[src/rtl/chs_pkg.sv]
package chs_pkg;

   // Register select encoding shared by the write and read ports.
   typedef enum logic {
      SEL_GAIN = 1'b0,
      SEL_HUE  = 1'b1
   } chs_sel_e;

   // Quarter-wave sine coefficient: entry idx of a table of 'steps'
   // entries covering 90 degrees, scaled by 'scale' and rounded to nearest.
   function automatic int quarter_coef(input int idx, input int steps, input int scale);
      real ang;
      real val;
      ang = 6.283185307179586 * real'(idx) / (4.0 * real'(steps));
      val = real'(scale) * $sin(ang);
      return $rtoi(val + 0.5);
   endfunction

endpackage

[src/rtl/chs_ctrl_regs.sv]
module chs_ctrl_regs #(
   parameter int REG_W  = 8,
   parameter int GAIN_W = 8,
   parameter int HUE_W  = 8,
   parameter logic [GAIN_W-1:0] GAIN_RST = '0,
   parameter logic [HUE_W-1:0]  HUE_RST  = '0
) (
   input  logic              clk,
   input  logic              rst_n,
   input  logic              wr_en,
   input  logic              wr_sel,
   input  logic [REG_W-1:0]  wr_data,
   input  logic              rd_sel,
   output logic [REG_W-1:0]  rd_data,
   output logic [GAIN_W-1:0] gain_q,
   output logic [HUE_W-1:0]  hue_q
);
   import chs_pkg::*;

   if (GAIN_W > REG_W) begin : g_bad_gain
      $error("gain setting wider than register port");
   end
   if (HUE_W > REG_W) begin : g_bad_hue
      $error("hue setting wider than register port");
   end

   always_ff @(posedge clk or negedge rst_n) begin
      if (!rst_n) begin
         gain_q <= GAIN_RST;
         hue_q  <= HUE_RST;
      end else if (wr_en) begin
         if (chs_sel_e'(wr_sel) == SEL_GAIN) gain_q <= wr_data[GAIN_W-1:0];
         else                                hue_q  <= wr_data[HUE_W-1:0];
      end
   end

   always_comb begin
      if (chs_sel_e'(rd_sel) == SEL_GAIN) rd_data = REG_W'(gain_q);
      else                                rd_data = REG_W'(hue_q);
   end

endmodule

[src/rtl/chs_trig_rom.sv]
module chs_trig_rom #(
   parameter int HUE_W     = 8,
   parameter int COEF_W    = 12,
   parameter int COEF_FRAC = 10
) (
   input  logic [HUE_W-1:0]         code,
   output logic signed [COEF_W-1:0] sin_o,
   output logic signed [COEF_W-1:0] cos_o
);
   localparam int QSTEPS = 1 << (HUE_W - 2);
   localparam logic [HUE_W-2:0] QV = (HUE_W-1)'(QSTEPS);

   if (HUE_W < 3) begin : g_bad_hue
      $error("hue code needs at least three bits");
   end
   if (COEF_W < COEF_FRAC + 2) begin : g_bad_coef
      $error("coefficient width cannot hold plus and minus one");
   end

   logic signed [COEF_W-1:0] qtab [0:QSTEPS];
   logic signed [COEF_W-1:0] wave [2];

   for (genvar g = 0; g <= QSTEPS; g++) begin : g_qtab
      assign qtab[g] = COEF_W'(chs_pkg::quarter_coef(g, QSTEPS, 1 << COEF_FRAC));
   end

   // k=0 gives sine, k=1 gives cosine as sine advanced by a quarter turn.
   for (genvar k = 0; k < 2; k++) begin : g_wave
      logic [HUE_W-1:0]         phase;
      logic [HUE_W-3:0]         frac;
      logic [HUE_W-2:0]         idx;
      logic signed [COEF_W-1:0] mag;
      assign phase = code + HUE_W'(k * QSTEPS);
      assign frac  = phase[HUE_W-3:0];
      assign idx   = phase[HUE_W-2] ? (QV - {1'b0, frac}) : {1'b0, frac};
      assign mag   = qtab[idx];
      assign wave[k] = phase[HUE_W-1] ? -mag : mag;
   end

   assign sin_o = wave[0];
   assign cos_o = wave[1];

endmodule

[src/rtl/chs_round_sat.sv]
module chs_round_sat #(
   parameter int IN_W  = 23,
   parameter int SHIFT = 10,
   parameter int OUT_W = 10
) (
   input  logic signed [IN_W-1:0]  din,
   output logic signed [OUT_W-1:0] dout
);
   localparam int EW = IN_W + 2;
   localparam logic signed [EW-1:0] ONE  = EW'(1);
   localparam logic signed [EW-1:0] HALF = ONE <<< (SHIFT - 1);
   localparam logic signed [EW-1:0] MAXV = (ONE <<< (OUT_W - 1)) - ONE;
   localparam logic signed [EW-1:0] MINV = -(ONE <<< (OUT_W - 1));

   if (SHIFT < 1) begin : g_bad_shift
      $error("rounding shift must be at least one");
   end
   if (IN_W <= OUT_W) begin : g_bad_width
      $error("input must be wider than output");
   end

   logic signed [EW-1:0] wide;
   logic signed [EW-1:0] mag;
   logic signed [EW-1:0] rnd;
   logic signed [EW-1:0] res;

   assign wide = EW'(din);
   assign mag  = wide[EW-1] ? -wide : wide;
   assign rnd  = (mag + HALF) >>> SHIFT;
   assign res  = wide[EW-1] ? -rnd : rnd;

   always_comb begin
      if (res > MAXV)      dout = MAXV[OUT_W-1:0];
      else if (res < MINV) dout = MINV[OUT_W-1:0];
      else                 dout = res[OUT_W-1:0];
   end

endmodule

[src/rtl/chs_rotator.sv]
module chs_rotator #(
   parameter int DATA_W    = 10,
   parameter int COEF_W    = 12,
   parameter int COEF_FRAC = 10
) (
   input  logic                     clk,
   input  logic                     rst_n,
   input  logic                     in_valid,
   input  logic signed [DATA_W-1:0] in_u,
   input  logic signed [DATA_W-1:0] in_v,
   input  logic signed [COEF_W-1:0] cos_c,
   input  logic signed [COEF_W-1:0] sin_c,
   output logic                     out_valid,
   output logic signed [DATA_W-1:0] out_u,
   output logic signed [DATA_W-1:0] out_v
);
   localparam int SUM_W = DATA_W + COEF_W + 1;

   logic signed [SUM_W-1:0]  acc [2];
   logic signed [DATA_W-1:0] lim [2];

   assign acc[0] = in_u * cos_c + in_v * sin_c;
   assign acc[1] = in_v * cos_c - in_u * sin_c;

   for (genvar c = 0; c < 2; c++) begin : g_comp
      chs_round_sat #(.IN_W(SUM_W), .SHIFT(COEF_FRAC), .OUT_W(DATA_W)) u_rs (
         .din  (acc[c]),
         .dout (lim[c])
      );
   end

   always_ff @(posedge clk or negedge rst_n) begin
      if (!rst_n) begin
         out_valid <= 1'b0;
         out_u     <= '0;
         out_v     <= '0;
      end else begin
         out_valid <= in_valid;
         if (in_valid) begin
            out_u <= lim[0];
            out_v <= lim[1];
         end
      end
   end

endmodule

[src/rtl/chs_gain_stage.sv]
module chs_gain_stage #(
   parameter int DATA_W    = 10,
   parameter int GAIN_W    = 8,
   parameter int GAIN_FRAC = 7
) (
   input  logic                     clk,
   input  logic                     rst_n,
   input  logic                     in_valid,
   input  logic signed [DATA_W-1:0] in_u,
   input  logic signed [DATA_W-1:0] in_v,
   input  logic [GAIN_W-1:0]        gain,
   output logic                     out_valid,
   output logic signed [DATA_W-1:0] out_u,
   output logic signed [DATA_W-1:0] out_v
);
   localparam int PROD_W = DATA_W + GAIN_W + 1;

   if (GAIN_FRAC >= GAIN_W) begin : g_bad_gain
      $error("gain needs at least one integer bit");
   end

   logic signed [GAIN_W:0]   gain_s;
   logic signed [DATA_W-1:0] comp [2];
   logic signed [PROD_W-1:0] prod [2];
   logic signed [DATA_W-1:0] lim  [2];

   assign gain_s  = $signed({1'b0, gain});
   assign comp[0] = in_u;
   assign comp[1] = in_v;

   for (genvar c = 0; c < 2; c++) begin : g_comp
      assign prod[c] = comp[c] * gain_s;
      chs_round_sat #(.IN_W(PROD_W), .SHIFT(GAIN_FRAC), .OUT_W(DATA_W)) u_rs (
         .din  (prod[c]),
         .dout (lim[c])
      );
   end

   always_ff @(posedge clk or negedge rst_n) begin
      if (!rst_n) begin
         out_valid <= 1'b0;
         out_u     <= '0;
         out_v     <= '0;
      end else begin
         out_valid <= in_valid;
         if (in_valid) begin
            out_u <= lim[0];
            out_v <= lim[1];
         end
      end
   end

endmodule

[src/rtl/chroma_hue_sat.sv]
module chroma_hue_sat #(
   parameter int DATA_W    = 10,
   parameter int COEF_W    = 12,
   parameter int COEF_FRAC = 10,
   parameter int GAIN_W    = 8,
   parameter int GAIN_FRAC = 7,
   parameter int HUE_W     = 8,
   parameter int REG_W     = 8
) (
   input  logic              clk,
   input  logic              rst_n,
   input  logic              wr_en,
   input  logic              wr_sel,
   input  logic [REG_W-1:0]  wr_data,
   input  logic              rd_sel,
   output logic [REG_W-1:0]  rd_data,
   input  logic              in_valid,
   input  logic [DATA_W-1:0] in_u,
   input  logic [DATA_W-1:0] in_v,
   output logic              out_valid,
   output logic [DATA_W-1:0] out_u,
   output logic [DATA_W-1:0] out_v
);
   localparam logic [GAIN_W-1:0] GAIN_UNITY = GAIN_W'(1) << GAIN_FRAC;

   if (DATA_W < 2) begin : g_bad_data
      $error("sample width too small");
   end

   logic [GAIN_W-1:0]        gain_q;
   logic [HUE_W-1:0]         hue_q;
   logic signed [COEF_W-1:0] sin_w, cos_w;

   chs_ctrl_regs #(
      .REG_W(REG_W), .GAIN_W(GAIN_W), .HUE_W(HUE_W),
      .GAIN_RST(GAIN_UNITY), .HUE_RST('0)
   ) u_regs (
      .clk(clk), .rst_n(rst_n), .wr_en(wr_en), .wr_sel(wr_sel),
      .wr_data(wr_data), .rd_sel(rd_sel), .rd_data(rd_data),
      .gain_q(gain_q), .hue_q(hue_q)
   );

   chs_trig_rom #(.HUE_W(HUE_W), .COEF_W(COEF_W), .COEF_FRAC(COEF_FRAC)) u_rom (
      .code(hue_q), .sin_o(sin_w), .cos_o(cos_w)
   );

   // Stage 1: sample and the settings in force for it are captured together.
   logic                     s1_valid;
   logic signed [DATA_W-1:0] s1_u, s1_v;
   logic signed [COEF_W-1:0] s1_sin, s1_cos;
   logic [GAIN_W-1:0]        s1_gain, s2_gain;

   always_ff @(posedge clk or negedge rst_n) begin
      if (!rst_n) begin
         s1_valid <= 1'b0;
         s1_u     <= '0;
         s1_v     <= '0;
         s1_sin   <= '0;
         s1_cos   <= '0;
         s1_gain  <= '0;
      end else begin
         s1_valid <= in_valid;
         if (in_valid) begin
            s1_u    <= $signed(in_u);
            s1_v    <= $signed(in_v);
            s1_sin  <= sin_w;
            s1_cos  <= cos_w;
            s1_gain <= gain_q;
         end
      end
   end

   // Stage 2: rotation; the gain travels alongside.
   logic                     rot_valid;
   logic signed [DATA_W-1:0] rot_u, rot_v;

   chs_rotator #(.DATA_W(DATA_W), .COEF_W(COEF_W), .COEF_FRAC(COEF_FRAC)) u_rot (
      .clk(clk), .rst_n(rst_n), .in_valid(s1_valid), .in_u(s1_u), .in_v(s1_v),
      .cos_c(s1_cos), .sin_c(s1_sin),
      .out_valid(rot_valid), .out_u(rot_u), .out_v(rot_v)
   );

   always_ff @(posedge clk or negedge rst_n) begin
      if (!rst_n)        s2_gain <= '0;
      else if (s1_valid) s2_gain <= s1_gain;
   end

   // Stage 3: saturation gain.
   logic signed [DATA_W-1:0] fin_u, fin_v;

   chs_gain_stage #(.DATA_W(DATA_W), .GAIN_W(GAIN_W), .GAIN_FRAC(GAIN_FRAC)) u_gain (
      .clk(clk), .rst_n(rst_n), .in_valid(rot_valid), .in_u(rot_u), .in_v(rot_v),
      .gain(s2_gain), .out_valid(out_valid), .out_u(fin_u), .out_v(fin_v)
   );

   assign out_u = fin_u;
   assign out_v = fin_v;

endmodule

[config.mk]
export PLATFORM = sky130hd
export DESIGN_NAME = chroma_hue_sat
export DESIGN_NICKNAME = d
export VERILOG_FILES = /design/src/rtl/chs_pkg.sv /design/src/rtl/chs_ctrl_regs.sv /design/src/rtl/chs_trig_rom.sv /design/src/rtl/chs_round_sat.sv /design/src/rtl/chs_rotator.sv /design/src/rtl/chs_gain_stage.sv /design/src/rtl/chroma_hue_sat.sv
export SDC_FILE = /design/constraint.sdc
export NUM_CORES = 2
export LEC_CHECK = 0
export ABC_AREA = 0
export CORE_AREA = 8 8 278 280
export CTS_CLUSTER_SIZE = 8
export DETAILED_ROUTE_END_ITERATION = 8
export DIE_AREA = 0 0 286 288
export PLACE_DENSITY_LB_ADDON = 0.3
export SYNTH_ARGS = -nofsm -noshare
export SYNTH_HDL_FRONTEND = slang
export SYNTH_SLANG_ARGS = --single-unit
[constraint.sdc]
create_clock -name clk -period 21 [get_ports clk]
set_input_delay 5.25 -clock clk [delete_from_list [all_inputs] [get_ports clk]]
set_output_delay 5.25 -clock clk [all_outputs]
set_load 0.01 [all_outputs]
==> flow_summary.json <==
{
  "status": "complete, no violations",
  "drtIter0Drc": 2050,
  "finish.utilization_pct": 54.3,
  "required_ns": 15.75,
  "skew_ns": 0.0198,
  "gp_congestion": 0.864,
  "fin_tns_setup_ns": 0,
  "num_antenna_cells": 0,
  "drive_gt1_share_pct": 4.97,
  "initial_core_util_pct": 51.6,
  "cp_slowest_cell": "clkdlybuf4s50_1",
  "port_buffers": 62,
  "cts_tree": "yes",
  "dieArea_um2": 82400,
  "arrival_ns": 6.82,
  "vias": 29000,
  "fin_nets": 5200,
  "die_height_um": 288,
  "synth_cell_types": 100,
  "layout_common_cells": "inv_1, fa_1, nand2_1, and2_1, ha_1",
  "ctsResizeCount": 0,
  "fillers": 6732,
  "finalCritPeriodShare_pct": 57.5,
  "track_usage_pct": 22.0,
  "netlist.area_leader.share_pct": 35.2,
  "dr.pass1.iters": 6,
  "ys_seq_area_share_pct": 7.96,
  "crit_type": "input pin to output pin",
  "row_count": 99,
  "synth_area_um2": 37400,
  "wirelength_um": 88900,
  "antenna_found_initial": 1,
  "synth_warnings": 0,
  "cts_inserted_buffers": 17,
  "rsz0062_at_grt": "no",
  "die-width_um": 286,
  "grt_pass1_vias": 29700,
  "design_area_um2": 39400,
  "worst_slew_pin_slew_ns": 1.22,
  "end_kind": "output pin",
  "drv_cap": 0,
  "core_um2": 72600,
  "synthCells": 4312,
  "htree_levels": 4,
  "multi_input_comb_area_um2": 30800,
  "fin_crit_ns": 12.07,
  "path_cells": "clkdlybuf4s50_1 -> mux2_2 -> clkdlybuf4s50_1",
  "postCtsSetupBuffers": 0,
  "place_area_um2": 38800,
  "overflow": 0,
  "synth_area_leaders": "fa_1, ha_1, dfrtp_1",
  "final-setup-viol-count": 0,
  "grt_pass1_wl_um": 149000,
  "clockBufferDepth": 2,
  "ant_nets": 0,
  "critPathMaxFanout": 8,
  "worstHoldPathType": "flop to flop",
  "worstSetupStartpointType": "input pin",
  "ys_ff_latch": 119,
  "hpwl_um": 69400,
  "postSynthAreaPerCell_um2": 8.68,
  "report.final.slew_viol_count": 0,
  "clkTransAtPathRegs_ns": 0.06,
  "mostFrequentLayoutCell": "inv_1",
  "synth_top_area_cell": "fa_1",
  "clk_latency_ns": 0.50,
  "seq_area_um2": 2980,
  "fmax_mhz": 82.9,
  "postCtsHoldBufs": 0,
  "async_reset_ff_share_pct": 100,
  "syn-num-nets": 5281,
  "finalHoldViolCount": 0,
  "areaGrowthSynthToFinish_pct": 5.26,
  "vias_per_cell": 5.58,
  "pin_count": 63,
  "grt_max_degree": 72,
  "crit_path_max_incr_delay_ns": 0.69,
  "synth_edf_count": 0,
  "crit_top_cell": "clkdlybuf4s50_1",
  "slew_headroom_pct": 18.7,
  "drcViolationCount": 0,
  "cts_root_buf": "clkbuf_16",
  "wire_per_inst_um": 17.1,
  "cts.sinks": 119,
  "synth-main-ff-cell": "dfrtp_1"
}
==> Yosys cell counts, types with 24 or more instances <==
cell / count
a21o_1: 28
a31oi_1: 29
nor2_1: 222
nor3_1: 51
o211ai_1: 28
o21ai_0: 95
ha_1: 277
nand4_1: 24
dfrtp_1: 118
a21oi_1: 154
nand2b_1: 45
and3_1: 28
nand2_1: 422
xnor2_1: 135
a211oi_1: 35
inv_1: 767
fa_1: 658
mux2_2: 74
o22ai_1: 28
xor2_1: 57
clkbuf_1: 191
and2_1: 363
o31ai_1: 26
nand3_1: 71
==> cells by family (layout without fill, tap and decap cells) <==
group | count (synthesis) | in the layout | share of synthesized area [%]
compound gates | 619 | 619 | 11.4
xor+xnor | 198 | 198 | 4.82
fa+ha+maj | 935 | 935 | 44.4
buf+inv | 973 | 905 | 9.81
flops | 119 | 119 | 7.96
mux | 102 | 102 | 3.14
simple gates | 1366 | 1366 | 18.5
==> area by class of cell <==
| cell class | count | share of cell area, % |
|---|---|---|
| clock inverters | 15 | 0.454 |
| flip-flops and latches | 119 | 7.56 |
| inverters | 769 | 7.33 |
| clock buffers | 17 | 1.08 |
| repair buffers | 104 | 2.37 |
| multi-input cells | 3220 | 78.2 |
| well taps | 959 | 3.05 |
==> metal layers <==
layer  up-vias  GRT usage (%)  wire length, um
met5         -              0                0
met4         0           6.90             2500
met3       133           2.28             3990
met2       751           37.6            43100
met1     14500           29.3            39200
li1      13700              -                -
==> registers in the layout (all words and copies together) (netlist names), 8 cells and up <==
register and flops:
s1_cos 12, s1_gain 8, s1_sin 12, s1_u 10, s1_v 10, s2_gain 8
u_gain.out_u 10, u_gain.out_v 10, u_regs.gain_q 8, u_regs.hue_q 8, u_rot.out_u 10, u_rot.out_v 10
==> per-stage QoR <==
step                cells  worst slack (ns)  hold slack (ns)
floorplan            4312              9.84            0.367
global placement     5171              9.00            0.488
detailed placement   5171              8.94            0.496
CTS                  5203              8.94            0.512
global route         5203              8.64            0.526
finish               5203              8.93            0.504
==> worst max-delay path: cells and delay by family <==
| kind | cells | cell delay [ns] |
|---|---|---|
| buf+inv | 2 | 1.18 |
| mux | 1 | 0.38 |
==> worst paths after layout <==
path	endpoint	slack, ns	startpoint	cells past startpoint
worst max-delay path	rd_data[0]	8.93	rd_sel	3
worst min-delay path	u_gain.out_v[5]$_DFFE_PN0P_	0.50	u_gain.out_v[5]$_DFFE_PN0P_	2
worst max register to register	u_rot.out_u[7]$_DFFE_PN0P_	9.43	s1_v[3]$_DFFE_PN0P_	32
worst min register to register	u_gain.out_v[5]$_DFFE_PN0P_	0.50	u_gain.out_v[5]$_DFFE_PN0P_	2
max in group asynchronous	s2_gain[0]$_DFFE_PN0P_	14.85	rst_n	2
min in group asynchronous	u_gain.out_v[9]$_DFFE_PN0P_	4.76	rst_n	1
Power is not shown: default switching activity piles up to over one toggle a cycle in this logic, so the estimate is an artifact.
